===== src/rtl/led_front_pkg.sv =====
package led_front_pkg;
  parameter int unsigned DEF_CHANNELS = 16;
  localparam int unsigned MIN_CHANNELS = 2;
endpackage


===== src/rtl/shift_chain.sv =====
module shift_chain #(
  parameter int unsigned WIDTH = led_front_pkg::DEF_CHANNELS
) (
  input  logic             clk,
  input  logic             rst,
  input  logic             shift_en,
  input  logic             ser_in,
  output logic [WIDTH-1:0] sreg_q,
  output logic [WIDTH-1:0] sreg_nx
);
  localparam int unsigned TOP = WIDTH - 1;

  always_comb begin
    sreg_nx = sreg_q;
    if (shift_en) sreg_nx = {sreg_q[TOP-1:0], ser_in};
  end

  always_ff @(posedge clk) begin
    if (rst) sreg_q <= '0;
    else     sreg_q <= sreg_nx;
  end

  // idle edges leave the register untouched
  assert_hold_R8: assert property (@(posedge clk) disable iff (rst)
    !shift_en |=> $stable(sreg_q));

  // new bit lands in bit 0, top bit taken from the old neighbour
  assert_shift_R1: assert property (@(posedge clk) disable iff (rst)
    shift_en |=> (sreg_q[0] == $past(ser_in)) && (sreg_q[TOP] == $past(sreg_q[TOP-1])));
endmodule


===== src/rtl/hold_latch.sv =====
module hold_latch #(
  parameter int unsigned WIDTH = led_front_pkg::DEF_CHANNELS
) (
  input  logic             clk,
  input  logic             rst,
  input  logic             strobe,
  input  logic [WIDTH-1:0] d_in,
  output logic [WIDTH-1:0] q
);
  always_ff @(posedge clk) begin
    if (rst)         q <= '0;
    else if (strobe) q <= d_in;
  end

  // opaque while the strobe is low
  assert_opaque_R4: assert property (@(posedge clk) disable iff (rst)
    !strobe |=> $stable(q));
endmodule


===== src/rtl/cascade_tap.sv =====
module cascade_tap (
  input  logic clk,
  input  logic rst,
  input  logic msb,
  output logic ser_out
);
  always_ff @(negedge clk) begin
    if (rst) ser_out <= 1'b0;
    else     ser_out <= msb;
  end

  // each falling edge shows the top bit seen at the previous falling edge
  assert_cascade_R6: assert property (@(negedge clk) disable iff (rst)
    !$past(rst) |-> ser_out == $past(msb));
endmodule


===== src/rtl/led_sink_front.sv =====
module led_sink_front #(
  parameter int unsigned CHANNELS = led_front_pkg::DEF_CHANNELS
) (
  input  logic                clk,
  input  logic                rst,
  input  logic                ser_in,
  input  logic                shift_en,
  input  logic                strobe,
  input  logic                oe_n,
  output logic [CHANNELS-1:0] chan_on,
  output logic                ser_out
);
  localparam int unsigned TOP = CHANNELS - 1;

  logic [CHANNELS-1:0] sreg_q;
  logic [CHANNELS-1:0] sreg_nx;
  logic [CHANNELS-1:0] latch_q;

  shift_chain #(.WIDTH(CHANNELS)) u_shift (
    .clk(clk), .rst(rst), .shift_en(shift_en), .ser_in(ser_in),
    .sreg_q(sreg_q), .sreg_nx(sreg_nx)
  );

  hold_latch #(.WIDTH(CHANNELS)) u_latch (
    .clk(clk), .rst(rst), .strobe(strobe), .d_in(sreg_nx), .q(latch_q)
  );

  cascade_tap u_tap (
    .clk(clk), .rst(rst), .msb(sreg_q[TOP]), .ser_out(ser_out)
  );

  // per-channel gate, one bit on only when enabled
  for (genvar g = 0; g < CHANNELS; g++) begin : g_gate
    assign chan_on[g] = latch_q[g] & ~oe_n;
  end

  // a strobed edge leaves latch and shift register equal
  assert_transparent_R3: assert property (@(posedge clk) disable iff (rst)
    strobe |=> latch_q == sreg_q);
endmodule


===== config.mk =====
export PLATFORM = sky130hd
export DESIGN_NAME = led_sink_front
export DESIGN_NICKNAME = d
export VERILOG_FILES = /design/src/rtl/led_front_pkg.sv /design/src/rtl/shift_chain.sv /design/src/rtl/hold_latch.sv /design/src/rtl/cascade_tap.sv /design/src/rtl/led_sink_front.sv
export SDC_FILE = /design/constraint.sdc
export NUM_CORES = 1
export LEC_CHECK = 0
export ABC_AREA = 1
export CORE_MARGIN = 5
export CORE_UTILIZATION = 25
export CTS_CLUSTER_DIAMETER = 80
export DETAILED_ROUTE_END_ITERATION = 6
export DONT_BUFFER_PORTS = 1
export SLEW_MARGIN = 20
export SYNTH_ARGS = -nofsm -noshare
export SYNTH_HDL_FRONTEND = slang
export SYNTH_SLANG_ARGS = --single-unit

===== constraint.sdc =====
create_clock -name clk -period 0.8 [get_ports clk]
set_input_delay 0.04 -clock clk [delete_from_list [all_inputs] [get_ports clk]]
set_output_delay 0.04 -clock clk [all_outputs]
set_load 0.02 [all_outputs]

### Yosys cells after proc, flatten, opt, wreduce, memory -nomap -nowiden

Cells that the tools add are included.

| cells by class | value |
|---|---|
| add/sub/neg operators | 0 |
| multipliers | 0 |
| divide/modulo/power cells | 0 |
| magnitude comparators | 0 |
| equal/unequal tests | 0 |
| shift operators | 0 |
| multiplexer cells | 1 |
| bitwise gates (word level) | 17 |
| reductions and logical operators | 0 |

Operator list:

| cell | count |
|---|---|
| $and A1 B1 Y1 | 16 |
| $mux W16 | 1 |
| $not A1 Y1 | 1 |

| storage, ports and cells | value |
|---|---|
| bits in registers | 33 |
| latch bits | 0 |
| memory bits (writable) | 0 |
| bits in read-only memories | 0 |
| input bits | 6 |
| logic and storage cells | 21 |
| memories | 0 |

### Depth between registers and ports, before layout

Gate-level depths: netlist (run 1).

| depth | value |
|---|---|
| word-level depth | 2 |
| mapped depth | 7 |
| mapped depth without buffers | 5 |

### Modules after synthesis

Synthesis (run 1) repeated with hierarchy kept, for this count alone.

| unflattened totals | value |
|---|---|
| cells, all modules | 258 |
| area, all modules | 1676.6 µm² |

By module, submodules not included:

| module | times used | cells each | area each (µm²) | seq. area each (µm²) |
|---|---|---|---|---|
| shift_chain | 1 | 119 | 818.3 | 320.3 |
| hold_latch | 1 | 101 | 670.6 | 320.3 |
| led_sink_front | 1 | 34 | 153.9 | 0.0 |
| cascade_tap | 1 | 4 | 33.8 | 20.0 |

==> results.txt, run 1 <==
Violated checks: negative hold slack, negative setup slack
Post-Synth XOR/XNOR Area: 0%
Area Overhead vs Synth: 21.3%
Slew headroom: 89.4%
Routed via count: 1158
Fin. Hold Viols: 32
Status: finished with violations
Syn avg cell area: 6.88 um2
RSZ-0062 raised after global routing: true
Simple-gate portion of the synthesized area: 32.6%
Nets@finish: 228
Die area: 0.00737 mm2
Static leakage: 0.810 nW
Most common library cells after synthesis: nor2_1 (49), nand2_1 (38), inv_1 (34)
Area leader, netlist: dfxtp_1
Residual DRC: 0
CTS clk-pin slew, worst paths: 0.06 ns
Final Wtd Congestion: 0.693
Num CTS Buffers: 5
Combinational Power Share: 8.1%
Worst Tran Pin Value: 0.159 ns
Largest family of logic cells by synthesized area: simple AND/OR/NAND/NOR gates
Hpwl dp: 1820 um
Vias per inst: 3.94
Seq pwr share: 53.0%
ANT nets after route: 0
Skew final: 0.0525 ns
Final setup vio count: 18
Post-synthesis compound-gate area fraction: 5.57%
Rows: 27
Iter 0 DRT Violations: 61
Post-synth EDFFs: 0
First drt pass iteration count: 4
Startpoint types: flop
Worst setup EP type: output port
Register area share after synthesis: 46.0%
Core Region: 0.00554 mm2
Final Core Density: 31.5%
# IOs: 23
Power density cells: 1860 mW/mm2
Sw Pwr: 745 uW
CTS tree: built
Placed Instance Area: 0.00156 mm2
Adder-cell share of the synthesized area: 0%
Die height: 85.8 um
PortBufs: 0
Clock Tree Buf Depth: 2
Ant diodes: 0
Syn_nets: 215
Number of synthesized register bits: 33
Largest net degree at the start of global routing: 34
Proportion of synthesized area in mux cells: 0%
Largest cells by area after synthesis: dfxtp_1 (46%), nor2_1 (13%), nand2_1 (9.9%), inv_1 (8.9%), a21oi_1 (5.6%)
Final Max Tran Viols: 0
Total power: 3.25 mW
Clock Root Buffer: clkbuf_8
Gate count after technology mapping: 209
Int Pwr: 2.51 mW
Final TNS setup: -2.00 ns
DR WL/cell: 9.59 um
Post-route cell area: 0.00174 mm2
Async SR Flop Fraction: 0%
Switch share: 22.9%
Vias in the first global route: 1101
Max VDD drop: 0.000594 V
Global-route usage over all layers: 8.51%
Share of the synthesized area in the top cell type: 46.0%
Clock power share: 38.9%
H-tree depth: 2
Required @ worst endpoint: 0.76 ns
Initial antenna violation count: 0
Initial core utilization: 25.9%
CP Max Fanout: 1
Grt ovf: 0
Max Cap Viol: 0
Clock Sinks: 33
Critical path type: flop to output port
Hold WC Path Type: input port to flop
Worst skew pair latency: 0.33 ns
Mapped Area: 0.00144 mm2
CP arrival: 1.10 ns
Final worst-path setup slack: -0.336 ns
Top_reg_cell synth: dfxtp_1
Die Width: 85.8 um
First-pass GRT wire length: 4920 um
Yosys cell types: 13
WHS: -0.181 ns
Final wirelength: 2820 um
Most frequent cell after synthesis: nor2_1
Yosys warnings: 0
Share of layout cells above drive strength 1: 34.2%
metrics by stage:
| step | hold WS [ns] | std cells | setup slack (ns) |
|---|---|---|---|
| finish | -0.181 | 294 | -0.336 |
| CTS | -0.192 | 294 | -0.348 |
| detailed placement | 0.116 | 285 | -0.107 |
| global placement | 0.114 | 285 | -0.0796 |
| floorplan | 0.210 | 209 | -0.0649 |
| global route | -0.191 | 294 | -0.374 |
registers in the layout (all words and copies together) (netlist names):
name,cells
u_latch.q,16
u_tap.ser_out,1
u_shift.sreg_q,16
worst reg2reg max path: stages (launching register included):
cell     delay [ns]
dfxtp_2        0.33
inv_2          0.03
nor2_2         0.08
routing by layer:
| metal | GRT usage, % | part of all wire [%] |
|---|---|---|
| met4 | 4.32 | 2.0 |
| met1 | 9.88 | 48 |
| met3 | 3.65 | 5.9 |
| met2 | 13.3 | 44 |
| met5 | 0 | 0 |
logic make-up after synthesis:
group	count (synthesis)
simple gates	113
flops	33
buf+inv	47
compound gates	16
layout by cell type, fill, tap and decap left out:
cell type,count
clkbuf_1,1
inv_6,1
inv_1,20
dfxtp_1,15
inv_2,14
nand3_1,16
clkbuf_8,6
a21oi_1,16
dfxtp_2,17
buf_4,13
buf_6,5
nand2_2,10
nand2_1,38
nor2_4,4
dfxtp_4,1
nor2_1,40
nor2_2,5
final cells by class:
| type | count | area, um2 |
|---|---|---|
| fillers | 616 | 3800 |
| clock inverters | 1 | 3.75 |
| repair buffers | 18 | 154 |
| flip-flops and latches | 33 | 686 |
| inverters | 34 | 133 |
| clock buffers | 7 | 86.3 |
| well taps | 72 | 90.1 |
| multi-input cells | 129 | 592 |
worst paths after layout:
path	start	endpoint	slack [ns]	cells past startpoint
max	u_tap.ser_out	ser_out	-0.34	0
min	rst	u_shift.sreg_q[15]	-0.18	1
max reg2reg	u_shift.sreg_q[15]	u_tap.ser_out	-0.06	2
min reg2reg	u_shift.sreg_q[10]	u_shift.sreg_q[10]	0.48	2
timing repair:
item	in CTS	in global routing
gates cloned	0	0
pin swaps	1	10
gates resized for setup	23	28
buffers inserted	2	0
endpoints found under the setup margin	18	18
hold endpoints to repair	32	32
power by group through the flow:
stage          combinational (mW)  clock (mW)  sequential, mW
2_1_floorplan               0.267      0.0156            1.74
3_3_place_gp                0.236      0.0156            1.75
3_5_place_dp                0.238      0.0156            1.75
4_1_cts                     0.251        1.32            1.72
5_1_grt                     0.304        1.39            1.73
6_report                    0.265        1.26            1.72
No activity file was read; power rests on OpenSTA's default activity.
==> run 2, diff against run 1 <==
Settings changed: PLACE_DENSITY_LB_ADDON set to 0.05.
==> results.txt, run 2 (synthesized netlist as in run 1, its figures left out) <==
Flop-to-flop setup slack: -0.03 ns (+0.03 ns)
# IOs: 23 (unchanged)
DR WL/cell: 10.4 um (+8.5%)
Hold WC Path Type: input port to flop
Initial core utilization: 25.9% (unchanged)
Most frequent cells in the layout: nor2_1 (39), nand2_1 (38), inv_1 (21)
Hpwl dp: 1890 um (+3.8%)
Core Region: 0.00554 mm2 (unchanged)
Max VDD drop: 0.000671 V (+13%)
Pre-CTS WS: -0.0787 ns (+0.0278 ns)
Num CTS Buffers: 5 (unchanged)
Nets@finish: 227 (-0.44%)
Crit path depth: 0 (unchanged)
First-pass GRT wire length: 5430 um (+10%)
Worst skew pair latency: 0.34 ns (about the same)
Startpoint types: flop
Status: finished with violations
Vias in the first global route: 1173 (+6.5%)
WHS: -0.179 ns (+0.00176 ns)
Final Wtd Congestion: 0.655 (-5.6%)
Clock Root Buffer: clkbuf_8
First drt pass iteration count: 3 (-1)
CP Launch Point: u_tap.ser_out
Crit Reg-Reg Endpoint: u_tap.ser_out
Final Max Tran Viols: 0 (unchanged)
Reg2reg path depth: 2 (unchanged)
Largest net degree at the start of global routing: 34 (unchanged)
Final Core Density: 31.5% (about the same)
CP Max Fanout: 1 (unchanged)
Ant diodes: 0 (unchanged)
Critical path type: flop to output port
RSZ-0062 raised after global routing: true
Share of layout cells above drive strength 1: 34.7% (+0.45 points)
Post-route insts no fill: 294 (unchanged)
PortBufs: 0 (unchanged)
Post-route cell area: 0.00174 mm2 (about the same)
Die area: 0.00737 mm2 (unchanged)
Biggest regs: u_latch.q x16, u_shift.sreg_q x16, u_tap.ser_out x1
Grt ovf: 0 (unchanged)
# fillers: 635 (+3.1%)
CTS clk-pin slew, worst paths: 0.07 ns (about the same)
Die Width: 85.8 um (unchanged)
H-tree depth: 2 (unchanged)
Initial antenna violation count: 0 (unchanged)
Final worst-path setup slack: -0.346 ns (-0.0101 ns)
Most common cell after layout, fill and taps aside: nor2_1
Worst R2R Start: u_shift.sreg_q[15]
Routed via count: 1159 (+0.086%)
Clock Sinks: 33 (unchanged)
Die height: 85.8 um (unchanged)
Worst setup EP type: output port
Iter 0 DRT Violations: 68 (+11%)
Global-route usage over all layers: 9.36% (+0.84 points)
CP endpoint: ser_out
Placed Instance Area: 0.00156 mm2 (unchanged)
Rows: 27 (unchanged)
Max Cap Viol: 0 (unchanged)
Final setup vio count: 18 (unchanged)
CTS tree: built
Vias per inst: 3.94 (about the same)
Area Overhead vs Synth: 21.2% (about the same)
Worst Tran Pin Value: 0.167 ns (+0.00857 ns)
Placed insts: 285 (unchanged)
Slew headroom: 88.9% (-0.57 points)
CP arrival: 1.11 ns (about the same)
Violated checks: negative hold slack, negative setup slack
Critical hold path startpoint: rst
Static leakage: 0.812 nW (+0.16%)
Power density cells: 1840 mW/mm2 (-1.4%)
Final wirelength: 3060 um (+8.5%)
Clock Tree Buf Depth: 2 (unchanged)
ANT nets after route: 0 (unchanged)
Residual DRC: 0 (unchanged)
Required @ worst endpoint: 0.76 ns (about the same)
Skew final: 0.0628 ns (+0.0103 ns)
Fin. Hold Viols: 32 (unchanged)
## run 2: cell count changes in the layout (fill, tap and decap cells not counted)
cell,previous run,this run
buf_4,13,10
buf_6,5,7
clkbuf_1,1,0
clkbuf_8,6,5
clkinv_2,0,2
inv_1,20,21
nor2_1,40,39
nor2_2,5,6
## run 2: per-stage QoR
step	power, mW	hold slack [ns]	TNS (ns)
after global routing	3.39	-0.196	-2.88
final	3.20	-0.179	-1.99
after detailed placement	2.00	0.117	-0.124
after floorplan	2.03	0.210	-0.100
after global placement	2.00	0.114	-0.124
after CTS	3.25	-0.188	-2.34
## run 2: timing repair
| action | CTS | global route |
|---|---|---|
| setup endpoints to repair | 18 | 18 |
| setup buffers | 1 | 0 |
| hold endpoints to repair | 32 | 32 |
| resized for setup | 21 | 33 |
| pin swaps | 0 | 8 |
## run 2: power breakdown
part	switching (mW)	internal [mW]
Sequential	0.0270	1.69
Combinational	0.143	0.122
Clock	0.619	0.597
Total	0.789	2.41
## run 2: final cells by class
type,instances,area (um2),share of cell area (%)
Inverter,34,133,7.61
Tap cell,72,90.1,5.17
Sequential cell,33,686,39.3
Clock buffer,5,68.8,3.95
Multi-Input combinational cell,129,594,34.1
Timing Repair Buffer,17,154,8.83
Clock inverter,4,17.5,1.01
## run 2: layer usage
metal | GRT usage (%) | routed length [um]
met1 | 11.4 | 1480
met2 | 14.7 | 1380
met3 | 3.36 | 162
met4 | 4.32 | 40
met5 | 0 | 0
## run 2: worst min path at each step
stage                               to  cells after the start  slack [ns]
floorplan            u_shift.sreg_q[0]                      2        0.21
global placement     u_shift.sreg_q[0]                      1        0.11
detailed placement   u_shift.sreg_q[0]                      1        0.12
CTS                 u_shift.sreg_q[15]                      1       -0.19
global route        u_shift.sreg_q[11]                      1       -0.20
finish               u_shift.sreg_q[0]                      1       -0.18
==> run 3, diff against run 2 <==
Settings changed: ABC_AREA 1 to unset.
==> results.txt, run 3 <==
Biggest regs: u_latch.q x16, u_shift.sreg_q x16, u_tap.ser_out x1
CTS clk-pin slew, worst paths: 0.06 ns (about the same)
Register area share after synthesis: 53.5% (+7.5 points)
Core Region: 0.00475 mm2 (-14%)
Worst skew pair latency: 0.34 ns (about the same)
Final TNS setup: -1.89 ns (+0.0941 ns)
Final worst-path setup slack: -0.339 ns (+0.00756 ns)
Final Core Density: 36.3% (+4.8 points)
Initial antenna violation count: 0 (unchanged)
Status: finished with violations
Yosys warnings: 0 (unchanged)
Post-synth EDFFs: 0 (unchanged)
Most common cell after layout, fill and taps aside: nor2_1
Required @ worst endpoint: 0.76 ns (about the same)
Switch share: 21.7% (-2.9 points)
First-pass GRT wire length: 4200 um (-23%)
# fillers: 512 (-19%)
Residual DRC: 0 (unchanged)
Die area: 0.00645 mm2 (-13%)
CP arrival: 1.10 ns (about the same)
WHS: -0.182 ns (-0.00283 ns)
GR Util met3: 3.48% (+0.11 points)
Iter 0 DRT Violations: 59 (-13%)
Final Wtd Congestion: 0.646 (-1.4%)
Grt ovf: 0 (unchanged)
ANT nets after route: 0 (unchanged)
Die Width: 80.3 um (-6.5%)
Die height: 80.3 um (-6.5%)
First drt pass iteration count: 2 (-1)
Worst Tran Pin Value: 0.247 ns (+0.0803 ns)
Syn_nets: 131 (-39%)
Num CTS Buffers: 5 (unchanged)
Seq pwr share: 54.3% (+0.6 points)
Routed via count: 890 (-23%)
Hold WC Path Type: input port to flop
Vias per inst: 4.18 (+6.0%)
Static leakage: 0.674 nW (-17%)
Rows: 25 (-7.4%)
H-tree depth: 2 (unchanged)
Nets@finish: 151 (-33%)
Largest cells by area after synthesis: dfxtp_1 (53%), mux2i_1 (13%), a211oi_1 (9.7%), nor2_1 (9.7%), nor2b_1 (8.6%)
Final setup vio count: 18 (unchanged)
PortBufs: 0 (unchanged)
Met2 Resource Use GR: 11.8% (-2.9 points)
Slew headroom: 83.0% (-5.8 points)
Global-route usage over all layers: 8.82% (-0.54 points)
Combinational Power Share: 7.8% (-0.5 points)
CP Max Fanout: 1 (unchanged)
Most frequent cell after synthesis: dfxtp_1
Top Usage Layer GRT: met2
Gate count after technology mapping: 125 (-40%)
Power density cells: 1840 mW/mm2 (about the same)
Area of the multi-input gates: 648 um2 (+9.1%)
Max Cap Viol: 0 (unchanged)
Share of the synthesized area in the top cell type: 53.5% (+7.5 points)
Int Pwr: 2.48 mW (+2.7%)
Ant diodes: 0 (unchanged)
Startpoint types: flop
Mapped Area: 0.00123 mm2 (-14%)
Max VDD drop: 0.000611 V (-8.9%)
Violated checks: negative hold slack, negative setup slack
Most frequent cells in the layout: nor2_1 (30), dfxtp_2 (18), mux2i_1 (14), dfxtp_1 (14), buf_6 (13)
Vias in the first global route: 857 (-27%)
Clock power share: 37.9% (about the same)
Top_reg_cell synth: dfxtp_1
Hpwl dp: 1490 um (-21%)
Final wirelength: 2520 um (-18%)
Final Max Tran Viols: 0 (unchanged)
Total power: 3.17 mW (-1.1%)
Syn avg cell area: 9.88 um2 (+44%)
M1 GR Usage: 11.0% (-0.42 points)
Area leader, netlist: dfxtp_1
DR WL/cell: 11.8 um (+14%)
Clock Root Buffer: clkbuf_8
RSZ-0062 raised after global routing: true
Number of synthesized register bits: 33 (unchanged)
Clock Sinks: 33 (unchanged)
Largest net degree at the start of global routing: 34 (unchanged)
Yosys cell types: 10 (-3)
Sw Pwr: 688 uW (-13%)
Skew final: 0.0582 ns (-0.00463 ns)
Async SR Flop Fraction: 0% (unchanged)
CTS tree: built
Clock Tree Buf Depth: 2 (unchanged)
Most common library cells after synthesis: dfxtp_1 (33), nor2_1 (32), nor2b_1 (17)
Critical path type: flop to output port
Share of layout cells above drive strength 1: 46.6% (+12 points)
Register area: 687 um2 (+0.18%)
# IOs: 23 (unchanged)
Area Overhead vs Synth: 39.6%
Fin. Hold Viols: 32 (unchanged)
Initial core utilization: 26.0% (about the same)
Worst setup EP type: output port
## run 3: cell count changes after synthesis, sizes merged
cell	delta
clkbuf	+5
nor2	-17
inv	-34
buf	-7
nor2b	+17
a211oi	+16
nand2	-48
nand3	-16
a21oi	-16
mux2i	+16
## run 3: power by group through the flow
stage | clock network, mW | logic [mW] | registers [mW]
2_1_floorplan | 0.0156 | 0.204 | 1.74
3_3_place_gp | 0.0156 | 0.174 | 1.75
3_5_place_dp | 0.0156 | 0.175 | 1.75
4_1_cts | 1.26 | 0.187 | 1.71
5_1_grt | 1.33 | 0.270 | 1.72
6_report | 1.20 | 0.247 | 1.72
## run 3: worst paths after layout
path                      startpoint            endpoint  slack (ns)  cells after the start
setup / recovery       u_tap.ser_out             ser_out       -0.34                      0
hold / removal                   rst  u_shift.sreg_q[15]       -0.18                      1
setup reg to reg  u_shift.sreg_q[15]       u_tap.ser_out       -0.08                      1
hold reg to reg         u_latch.q[6]        u_latch.q[6]        0.48                      2
## run 3: per-layer routing
layer  vias to the layer above  share of wire [%]
met5                         -                  0
met4                         0                3.3
met3                         9                6.2
met2                        19                 40
met1                       409                 51
li1                        453                  -
## run 3: cells by family (layout without fill, tap and decap cells)
family / after synthesis / count (layout) / synth area share (%)
AOI/OAI and AO/OA: 16 / 16 / 9.73
and+or+nand+nor: 49 / 49 / 18.3
muxes: 16 / 16 / 13.0
buffers and inverters: 11 / 32 / 5.47
DFF: 33 / 33 / 53.5
## run 3: final cells by class
class                           instances  share of cell area (%)
Clock inverter                          1                   0.218
Sequential cell                        33                    39.8
Clock buffer                            8                    4.64
Tap cell                               67                    4.86
Timing Repair Buffer                   23                    12.8
Multi-Input combinational cell         81                    37.6
## run 3: what timing repair did
item	4_1_cts	5_1_grt
endpoints found under the setup margin	18	26
cloned	0	0
pin swaps	0	7
hold endpoints to repair	32	32
setup buffers	3	5
resized for setup	22	42
## run 3: metrics by stage
stage,worst slack (ns),std cells,cell area [um2]
3_5_place_dp,-0.116,198,1380
4_1_cts,-0.347,209,1520
3_3_place_gp,-0.108,198,1380
2_1_floorplan,-0.111,125,1230
6_report,-0.339,213,1720
5_1_grt,-0.362,213,1720
